<file path="config.mk">
export PLATFORM = sky130hd
export DESIGN_NAME = rtc_alarm_irq
export DESIGN_NICKNAME = d
export VERILOG_FILES = /design/src/rtl/rtc_alarm_pkg.sv /design/src/rtl/rtc_alarm_field.sv /design/src/rtl/rtc_alarm_match.sv /design/src/rtl/rtc_irq_flags.sv /design/src/rtl/rtc_alarm_irq.sv
export SDC_FILE = /design/constraint.sdc
export NUM_CORES = 1
export LEC_CHECK = 0
export CAP_MARGIN = 20
export CELL_PAD_IN_SITES_DETAIL_PLACEMENT = 1
export CELL_PAD_IN_SITES_GLOBAL_PLACEMENT = 1
export CORE_AREA = 2 2 86 88
export DETAILED_ROUTE_END_ITERATION = 10
export DIE_AREA = 0 0 88 90
export GPL_ROUTABILITY_DRIVEN = 0
export HOLD_SLACK_MARGIN = 0.15
export PLACE_DENSITY_LB_ADDON = 0.1
export SYNTH_ARGS = -nofsm -noshare
export SYNTH_HDL_FRONTEND = slang
export SYNTH_SLANG_ARGS = --single-unit
</file>
<file path="constraint.sdc">
create_clock -name clk -period 2.95 [get_ports clk]
set_clock_uncertainty 0.2 [all_clocks]
set_input_delay 0.295 -clock clk [delete_from_list [all_inputs] [get_ports clk]]
set_output_delay 0.295 -clock clk [all_outputs]
set_load 0.01 [all_outputs]
</file>
<file path="src/rtl/rtc_alarm_pkg.sv">
// Package: register addresses, bit positions and per-field compare rules
// for the alarm and interrupt flag unit. Assumes 8-bit BCD fields.
package rtc_alarm_pkg;
    localparam int ADDR_W     = 3;
    localparam int DATA_W     = 8;
    localparam int NUM_FIELDS = 5;   // sec, min, hour, day, month

    localparam logic [ADDR_W-1:0] A_CTRL  = 3'd5;
    localparam logic [ADDR_W-1:0] A_FLAGS = 3'd6;

    // Event bit positions, shared by control and flag registers
    localparam int B_PER = 0;
    localparam int B_ALM = 1;
    localparam int B_UPD = 2;
    localparam int B_SUM = 7;
    localparam int NUM_EV = 3;

    // Exclusive upper bound: masked alarm values at or above it match all
    function automatic logic [DATA_W-1:0] field_limit(input int idx);
        case (idx)
            0, 1:    return 8'h60;
            2:       return 8'h24;
            3:       return 8'h32;
            default: return 8'h13;
        endcase
    endfunction

    // Bits of the alarm value that take part in the compare
    function automatic logic [DATA_W-1:0] field_mask(input int idx);
        return (idx == 3) ? 8'h3F : 8'hFF;
    endfunction

    // Whether a masked value of zero is a wildcard
    function automatic bit field_zero_wild(input int idx);
        return idx >= 3;
    endfunction
endpackage

</file>
<file path="src/rtl/rtc_alarm_field.sv">
// Compares one BCD alarm field with one current-time field.
// Assumes the current-time input is a legal BCD value for the field.
module rtc_alarm_field #(
    parameter int              W         = 8,
    parameter logic [W-1:0]    MASK      = '1,
    parameter logic [W-1:0]    LIMIT     = '1,
    parameter bit              ZERO_WILD = 1'b0
) (
    input  logic [W-1:0] alarm_val,
    input  logic [W-1:0] now_val,
    output logic         hit
);
    logic [W-1:0] masked;
    logic         wild;

    // Decide wildcard status and equality for this field
    always_comb begin
        masked = alarm_val & MASK;
        wild   = (masked >= LIMIT) || (ZERO_WILD && (masked == '0));
        hit    = wild || (masked == now_val);
    end
endmodule

</file>
<file path="src/rtl/rtc_alarm_match.sv">
// Combines per-field compares into one alarm hit. The optional day field,
// and the month field (which needs the day field), are picked by parameters.
// A field that is left out always counts as matching.
module rtc_alarm_match
    import rtc_alarm_pkg::*;
#(
    parameter bit HAS_DAY   = 1'b1,
    parameter bit HAS_MONTH = 1'b1
) (
    input  logic [NUM_FIELDS-1:0][DATA_W-1:0] alarm_regs,
    input  logic [NUM_FIELDS-1:0][DATA_W-1:0] now_time,
    output logic                              all_hit
);
    logic [NUM_FIELDS-1:0] field_hit;

    for (genvar i = 0; i < NUM_FIELDS; i++) begin : g_field
        localparam bit PRESENT = (i < 3) || (i == 3 && HAS_DAY) ||
                                 (i == 4 && HAS_DAY && HAS_MONTH);
        if (PRESENT) begin : g_cmp
            rtc_alarm_field #(
                .W         (DATA_W),
                .MASK      (field_mask(i)),
                .LIMIT     (field_limit(i)),
                .ZERO_WILD (field_zero_wild(i))
            ) u_cmp (
                .alarm_val (alarm_regs[i]),
                .now_val   (now_time[i]),
                .hit       (field_hit[i])
            );
        end else begin : g_absent
            assign field_hit[i] = 1'b1;
        end
    end

    // Alarm matches only when every field matches
    assign all_hit = &field_hit;
endmodule

</file>
<file path="src/rtl/rtc_irq_flags.sv">
// Event flag store and summary logic. Flags latch whatever the enables say.
// A read-clear empties them at the next edge, and an event on that same edge
// wins over the clear.
module rtc_irq_flags
    import rtc_alarm_pkg::*;
(
    input  logic              clk,
    input  logic              rst_n,
    input  logic              periodic_tick,
    input  logic              sec_tick,
    input  logic              alarm_hit,
    input  logic              rd_clr,
    input  logic [NUM_EV-1:0] enables,
    output logic [NUM_EV-1:0] flags_q,
    output logic              summary
);
    logic [NUM_EV-1:0] events;

    // Collect this cycle's events into flag positions
    always_comb begin
        events        = '0;
        events[B_PER] = periodic_tick;
        events[B_ALM] = sec_tick & alarm_hit;
        events[B_UPD] = sec_tick;
    end

    // Latch events; a read-clear empties the flags unless a new event arrives
    always_ff @(posedge clk) begin
        if (!rst_n) flags_q <= '0;
        else        flags_q <= (rd_clr ? '0 : flags_q) | events;
    end

    // Summary is high while any latched flag is enabled
    assign summary = |(flags_q & enables);

    a_r2_periodic_latch: assert property (@(posedge clk) disable iff (!rst_n)
        periodic_tick |=> flags_q[B_PER]);
    a_r3_update_latch: assert property (@(posedge clk) disable iff (!rst_n)
        sec_tick |=> flags_q[B_UPD]);
    a_r4_alarm_latch: assert property (@(posedge clk) disable iff (!rst_n)
        (sec_tick && alarm_hit) |=> flags_q[B_ALM]);
    a_r9_clear_on_read: assert property (@(posedge clk) disable iff (!rst_n)
        (rd_clr && !sec_tick && !periodic_tick) |=> (flags_q == '0));
    a_r9_hold_idle: assert property (@(posedge clk) disable iff (!rst_n)
        (!rd_clr && !sec_tick && !periodic_tick) |=> $stable(flags_q));
endmodule

</file>
<file path="src/rtl/rtc_alarm_irq.sv">
// Alarm and interrupt flag unit of a real-time clock. It holds the alarm and
// control registers, decodes the register port, and drives irq from the
// summary. Time counting is outside: BCD time arrives together with sec_tick.
module rtc_alarm_irq
    import rtc_alarm_pkg::*;
#(
    parameter bit HAS_DAY   = 1'b1,
    parameter bit HAS_MONTH = 1'b1
) (
    input  logic              clk,
    input  logic              rst_n,
    input  logic              reg_wr,
    input  logic              reg_rd,
    input  logic [ADDR_W-1:0] reg_addr,
    input  logic [DATA_W-1:0] reg_wdata,
    output logic [DATA_W-1:0] reg_rdata,
    input  logic [DATA_W-1:0] now_sec,
    input  logic [DATA_W-1:0] now_min,
    input  logic [DATA_W-1:0] now_hour,
    input  logic [DATA_W-1:0] now_day,
    input  logic [DATA_W-1:0] now_mon,
    input  logic              sec_tick,
    input  logic              periodic_tick,
    output logic              irq
);
    localparam bit MON_OK = HAS_DAY && HAS_MONTH;

    logic [NUM_FIELDS-1:0][DATA_W-1:0] alarm_q;
    logic [NUM_FIELDS-1:0][DATA_W-1:0] now_time;
    logic [NUM_EV-1:0]                 ctrl_q;
    logic [NUM_EV-1:0]                 flags_q;
    logic                              summary;
    logic                              alarm_hit;
    logic                              rd_clr;

    assign now_time = {now_mon, now_day, now_hour, now_min, now_sec};
    assign rd_clr   = reg_rd && (reg_addr == A_FLAGS);

    // Alarm field registers; absent optional fields ignore writes
    for (genvar i = 0; i < NUM_FIELDS; i++) begin : g_alarm
        localparam bit PRESENT = (i < 3) || (i == 3 && HAS_DAY) ||
                                 (i == 4 && MON_OK);
        if (PRESENT) begin : g_reg
            always_ff @(posedge clk) begin
                if (!rst_n) alarm_q[i] <= '0;
                else if (reg_wr && reg_addr == ADDR_W'(i)) alarm_q[i] <= reg_wdata;
            end
        end else begin : g_none
            assign alarm_q[i] = '0;
        end
    end

    // Control register: the three event enables
    always_ff @(posedge clk) begin
        if (!rst_n) ctrl_q <= '0;
        else if (reg_wr && reg_addr == A_CTRL) ctrl_q <= reg_wdata[NUM_EV-1:0];
    end

    rtc_alarm_match #(.HAS_DAY(HAS_DAY), .HAS_MONTH(HAS_MONTH)) u_match (
        .alarm_regs (alarm_q),
        .now_time   (now_time),
        .all_hit    (alarm_hit)
    );

    rtc_irq_flags u_flags (
        .clk           (clk),
        .rst_n         (rst_n),
        .periodic_tick (periodic_tick),
        .sec_tick      (sec_tick),
        .alarm_hit     (alarm_hit),
        .rd_clr        (rd_clr),
        .enables       (ctrl_q),
        .flags_q       (flags_q),
        .summary       (summary)
    );

    // Read mux: alarms, control, and flags with the summary in bit 7
    always_comb begin
        reg_rdata = '0;
        if (reg_addr < ADDR_W'(NUM_FIELDS)) begin
            reg_rdata = alarm_q[reg_addr];
        end else if (reg_addr == A_CTRL) begin
            reg_rdata[NUM_EV-1:0] = ctrl_q;
        end else if (reg_addr == A_FLAGS) begin
            reg_rdata[NUM_EV-1:0] = flags_q;
            reg_rdata[B_SUM]      = summary;
        end
    end

    assign irq = summary;

    a_r8_irq_needs_enable: assert property (@(posedge clk) disable iff (!rst_n)
        irq |-> (ctrl_q != '0) && (flags_q != '0));
    a_r8_enable_drop: assert property (@(posedge clk) disable iff (!rst_n)
        (reg_wr && reg_addr == A_CTRL && reg_wdata[NUM_EV-1:0] == '0) |=> !irq);
    a_r10_late_enable: assert property (@(posedge clk) disable iff (!rst_n)
        (reg_wr && reg_addr == A_CTRL && !rd_clr &&
         ((reg_wdata[NUM_EV-1:0] & flags_q) != '0)) |=> irq);
endmodule

</file>
## Word-level counts from Yosys, hierarchy flattened

Index checks and enable logic that the tools add are counted.
W data, S select, Z words.

| word-level totals | value |
|---|---|
| flip-flop bits (word level) | 46 |
| input port bits | 57 |
| output and inout bits | 9 |
| word-level logic and storage cells | 57 |

| operators by class | value |
|---|---|
| order comparisons | 7 |
| equality and inequality tests | 11 |
| muxes and demuxes | 10 |
| bitwise logic cells | 3 |
| reduce and logical (&&, ||, !) cells | 19 |

Operators by type and width:

| cell | count |
|---|---|
| $eq A8 B8 Y1 | 4 |
| $bmux W8 S3 | 1 |
| $ge A8 B7 Y1 const B | 2 |
| $logic_not A8 Y1 | 2 |
| $mux W3 | 4 |
| $eq A3 B3 Y1 const B | 3 |
| $eq A6 B8 Y1 | 1 |
| $ge A8 B5 Y1 const B | 1 |
| $ge A8 B6 Y1 const B | 1 |
| $mux W8 | 1 |
| $logic_and A1 B1 Y1 | 7 |
| $logic_or A1 B1 Y1 | 7 |
| $eq A3 B2 Y1 const B | 2 |
| $ge A6 B6 Y1 const B | 1 |
| $reduce_and A5 Y1 | 1 |
| $lt A3 B4 Y1 const B | 1 |
| $mux W4 | 1 |
| $and A3 B3 Y3 | 1 |
| $eq A3 B1 Y1 const B | 1 |
| $logic_not A3 Y1 | 1 |
| $lt A3 B3 Y1 const B | 1 |
| $mux W1 | 3 |
| $or A3 B3 Y3 | 1 |
| $reduce_or A3 Y1 | 1 |
| $and A1 B1 Y1 | 1 |

## Longest topological paths before layout

Gate-level depths: netlist of the first run.

| depth | value |
|---|---|
| depth after elaboration | 6 |
| gate-level depth with buffers | 6 |
| depth with buffers taken out | 5 |

## Cells and area by module

Synthesis of the first run repeated with hierarchy kept, for this count alone.

| unflattened totals | value |
|---|---|
| cell total of the unflattened synthesis | 297 |
| area, all modules | 2791.4 um2 |

By module, submodules not included:

| module | times used | cells each | area each (um2) | sequential area each (um2) |
|---|---|---|---|---|
| rtc_alarm_irq | 1 | 216 | 2139.6 | 860.8 |
| rtc_alarm_field at u_match.g_field[0].g_cmp.u_cmp ... | 2 | 12 | 92.6 | 0.0 |
| rtc_alarm_field at u_match.g_field[4].g_cmp.u_cmp | 1 | 16 | 121.4 | 0.0 |
| rtc_irq_flags | 1 | 12 | 118.9 | 60.1 |
| rtc_alarm_field at u_match.g_field[3].g_cmp.u_cmp | 1 | 13 | 107.6 | 0.0 |
| rtc_alarm_field at u_match.g_field[2].g_cmp.u_cmp | 1 | 13 | 106.4 | 0.0 |
| rtc_alarm_match | 1 | 3 | 12.5 | 0.0 |

## Worst setup path before layout of the first run

OpenSTA, ideal clock, no wires.

| timing | value |
|---|---|
| path type | input port to output port |
| start | in reg_addr[1] |
| end | out reg_rdata[0] |
| arrival | 1438 ps |
| data required time | 2455 ps |
| setup slack | 1017 ps |
| stages | 4 |
| path buffers | 2 |
| cell sequence | clkbuf_1 > buf_2 > mux4_2 > mux2_2 |

| on the way | value |
|---|---|
| word-level cells in the longest chain between the ends | 4 |
| elaborated cells on any way between the ends | 8 |
| classes of those cells | order compare: 1; eq/ne: 2; mux: 5 |

RTL lines:

| item | RTL line | RTL |
|---|---|---|
| from (decl) | rtc_alarm_irq.sv:14 | `input logic [ADDR_W-1:0] reg_addr,` |
| $eq A3 B3 Y1 | rtc_alarm_irq.sv:84 | `end else if (reg_addr == A_FLAGS) begin` |
| $mux W3 | rtc_alarm_irq.sv:84 |  |
| $mux W3 | rtc_alarm_irq.sv:82 | `end else if (reg_addr == A_CTRL) begin` |
| $mux W3 (*) | rtc_alarm_irq.sv:80 | `if (reg_addr < ADDR_W'(NUM_FIELDS)) begin` |
| to (decl) | rtc_alarm_irq.sv:16 | `output logic [DATA_W-1:0] reg_rdata,` |

Mark *: on every way between the ends. The rest lies on a longest branch, timed or not. The select of a mux whose other input is x is not followed.

## Worst setup path in the final report of the first run

| timing | value |
|---|---|
| start | in reg_addr[0] |
| end | out reg_rdata[3] |

| on the way | value |
|---|---|
| word-level cells in the longest chain between the ends | 3 |
| elaborated cells on any way between the ends | 4 |
| classes of those cells | order compare: 1; mux: 3 |

RTL lines:

| item | RTL line | RTL |
|---|---|---|
| $bmux W8 S3 | rtc_alarm_irq.sv:81 | `reg_rdata = alarm_q[reg_addr];` |
| $mux W8 (implied by the code) | rtc_alarm_irq.sv:81 |  |
| $mux W4 (*) | rtc_alarm_irq.sv:80 |  |

Marks and branches as above.

==> Implementation_results.wiki, run 1 <==
{| class="wikitable"
! Metric !! Value
|-
| Result of the run || finished clean
|-
| TritonCTS Sinks || 46
|-
| Worst path cell trace || clkdlybuf4s50_1 > buf_4 > mux4_2 > inv_1 > o21ai_0 > clkdlybuf4s50_1
|-
| Crit path required time || roughly 2.5 ns
|-
| VDD IR-drop max || between 150 and 200 µV
|-
| CP Capture Type || output pin
|-
| Row cnt || 31
|-
| Effective utilization at floorplan || 0.379
|-
| Yosys Warn Count || 0
|-
| Number of buffers created by CTS || 5
|-
| Number of pins with negative max-slew slack in the final report || 0
|-
| Maximum number of pins on one net before global-route repair || 47
|-
| Area fraction in compound gates after synthesis || 0.166
|-
| Share of layout cells above drive strength 1 || 0.0780
|-
| Number of hold-slack violations in the final timing report || 0
|-
| Number of enable flip-flop cells after synthesis || 0
|-
| Global-route usage over all layers || 0.233
|-
| Count of nets after finishing || 428
|-
| CP max FO || 6
|-
| Worst min-delay path category || reg -> reg
|-
| Top post-synthesis cells by area || dfxtp_1 35%, nand2_1 12%, xor2_1 12%
|-
| Dominant cell type by count on the critical path || clkdlybuf4s50_1
|-
| XOR/XNOR share of the synthesized area || 0.125
|-
| I/O pins || 66
|-
| Crit Path Class || in -> out
|-
| Worst slew slack as a fraction of its limit || 0.526
|-
| Number of distinct library cells after synthesis || 37
|-
| Tmin final || between 2 and 3 ns
|-
| Power density over cell area || 416 mW/mm²
|-
| Post-synthesis async set-or-reset flop share || 0
|-
| Flops & latches, synth || 46
|-
| Clock tree root buffer cell || clkbuf_8
|-
| Area growth syn-to-layout || 32.8%
|-
| Setup TNS || 0 ns
|-
| Clk slew on worst S/H paths || 0.09 ns
|-
| Cell taking the most area after synthesis || dfxtp_1
|-
| Number of buffers added on ports || 65
|-
| Standard cell core area || roughly 0.007 mm²
|-
| Part of the Yosys area used for sequential elements || 0.346
|-
| RSZ-0062 raised after global routing || false
|-
| Max Buffers Root-to-Sink || 2
|-
| Critical path's largest stage delay || 0.64 ns
|-
| Via count of the first global-routing pass || between 2000 and 3000
|-
| Post-CTS Setup Bufs || 0
|-
| Adder-cell area share of the yosys netlist || 0
|-
| Horizontal die dimension || a little under 90 µm
|-
| Post-synthesis instance total || 310
|-
| Commonest cells in the synthesized netlist || 87 x nand2_1, 46 x dfxtp_1, 40 x a21boi_0
|-
| Simple-gate area share of the yosys netlist || 0.212
|-
| Portion of synthesized cell area occupied by the leading cell type || 0.346
|-
| Overall power consumption || between 1000 and 1500 µW
|-
| Fin crit share || 0.954
|-
| Standby leakage power || between 0.001 and 0.0015 µW
|-
| Signal arrival time at the worst endpoint || approximately 2.3 ns
|-
| Family with the most delay on the worst path || buffers and inverters
|-
| Total number of vias || about 2500
|-
| Maximum Capacitance Violations || 0
|-
| Die area || 0.00792 mm²
|-
| Cell with the biggest individual delay on the critical path || clkdlybuf4s50_1
|-
| CP startpoint kind || input port
|-
| Antenna diode count || 0
|-
| Initial antenna violation count || 0
|-
| Post-Synthesis Cell Area || approximately 0.0027 mm²
|-
| Clock latency on the worst-skew pair || around 0.31 ns
|-
| Most frequent cell after synthesis || nand2_1
|-
| DR DRC count || 0
|-
| Routed Wire Length || between 8000 and 9000 µm
|-
| Post-detailed-route count of antenna-violating nets || 0
|-
| Total setup violations reported at the end of the flow || 0
|-
| Estimated wirelength of the detail-placed design || approximately 6600 µm
|-
| Count of buffering cells on the critical path with inverters included || 4
|-
| Ys flop type || dfxtp_1
|-
| Syn Nets || roughly 370
|-
| Number of iterations in the first detailed-routing pass || 4
|-
| Die height || approximately 90 µm
|-
| First-pass GRT wire length || between 10000 and 15000 µm
|-
| H-tree levels || 2
|-
| Combinational family with the most area after synthesis || simple AND/OR/NAND/NOR gates
|-
| Routed wire per std cell || between 15 and 20 µm
|-
| Fmax || ~360 MHz
|-
| Ratio of routed vias to standard cells || 5.28
|-
| Total overflow reported by the global router || 0
|-
| CTS tree || built
|-
| Worst Tran Pin Value || about 0.7 ns
|-
| Proportion of synthesized area in mux cells || 0.112
|-
| DRT iter0 DRCs || 151
|-
| Post-Synthesis Mean Instance Area || between 8 and 9 µm²
|}
-- cells in the final DEF (no fill, tap or decap), types with 2 or more instances in the layout --
cell type,Yosys,layout
mux2i_1,7,7
a221oi_1,2,2
and2_1,3,3
bufinv_16,0,2
clkbuf_8,1,6
inv_1,5,5
clkdlybuf4s50_1,0,65
a21boi_0,40,40
nor4_1,8,8
mux2_2,4,4
nor2b_1,7,6
nand3_1,8,8
xor2_1,36,36
a21oi_1,4,4
mux4_2,7,7
xnor2_1,2,2
dfxtp_1,46,46
and3_1,2,2
nand2_1,87,87
a211oi_1,2,2
buf_4,0,5
nor3_1,3,3
o21ai_0,7,7
-- kinds of logic (layout without fill, tap and decap cells) --
family / after synthesis / count (layout)
simple gates: 125 / 125
compound gates: 61 / 61
flops: 46 / 46
xor+xnor: 38 / 38
buf+inv: 21 / 83
mux: 19 / 19
-- where the power goes --
part	total (µW)	switching [µW]	leakage [µW]	internal (µW)
combinational	225	97.7	0.000873	127
sequential	655	20.1	0.000373	635
clock	588	227	0.0000714	362
total	1470	344	0.00132	1120
-- worst paths after layout --
check | end | cells after the start | slack (ns) | start
worst max-delay path | reg_rdata[3] | 6 | 0.14 | reg_addr[0]
worst min-delay path | alarm_q[31] | 2 | 0.28 | alarm_q[31]
worst max register to register | u_flags.flags_q[1] | 5 | 0.71 | alarm_q[21]
worst min register to register | alarm_q[31] | 2 | 0.28 | alarm_q[31]
-- stage by stage --
| step | hold WS [ns] | area [µm²] | instances | worst slack, ns | util |
|---|---|---|---|---|---|
| after floorplan | 0.234 | 2660 | 310 | 1.02 | - |
| after CTS | 0.290 | 3530 | 471 | 0.0953 | 0.503 |
| after global routing | 0.326 | 3530 | 471 | 0.0131 | 0.503 |
| after detailed placement | 0.276 | 3390 | 463 | 0.106 | 0.483 |
| final | 0.285 | 3530 | 471 | 0.136 | 0.503 |
| after global placement | 0.261 | 3390 | 463 | 0.153 | 0.483 |
-- metal layers --
layer / global-route usage / vias up / part of all wire
met5: 0 / - / 0
met4: 0.0744 / 0 / 0.020
met3: 0.0395 / 13 / 0.042
met2: 0.373 / 78 / 0.47
met1: 0.316 / 1203 / 0.47
li1: - / 1191 / -
-- layout make-up --
| cell class | instances | area [µm²] |
|---|---|---|
| inverter | 5 | 18.8 |
| clock inverter | 2 | 60.1 |
| clock buffer | 6 | 82.6 |
| fill | 848 | 3490 |
| multi-input combinational | 243 | 1640 |
| tap | 99 | 124 |
| sequential | 46 | 921 |
| timing repair buffer | 70 | 688 |
-- tightest hold or removal path, cell delays in order (launching register included) --
cell	delay, ns
dfxtp_1	0.32
nand2_1	0.05
a21boi_0	0.07
-- sequential cells by signal (all words and copies together), names as in the netlist --
register         count
u_flags.flags_q      3
ctrl_q               3
alarm_q             40
-- repair_timing --
item,CTS,global route
endpoints found under the setup margin,0,3
hold buffers,0,0
hold endpoints to repair,0,0
gates resized for setup,0,1
No activity file was read; power rests on OpenSTA's default activity.
==> run 2, diff against run 1 <==
CTS_CLUSTER_DIAMETER = 100   (was not set)
==> results of run 2 <==
Same layout as run 1: the final DEF is identical, and so are final timing and power.
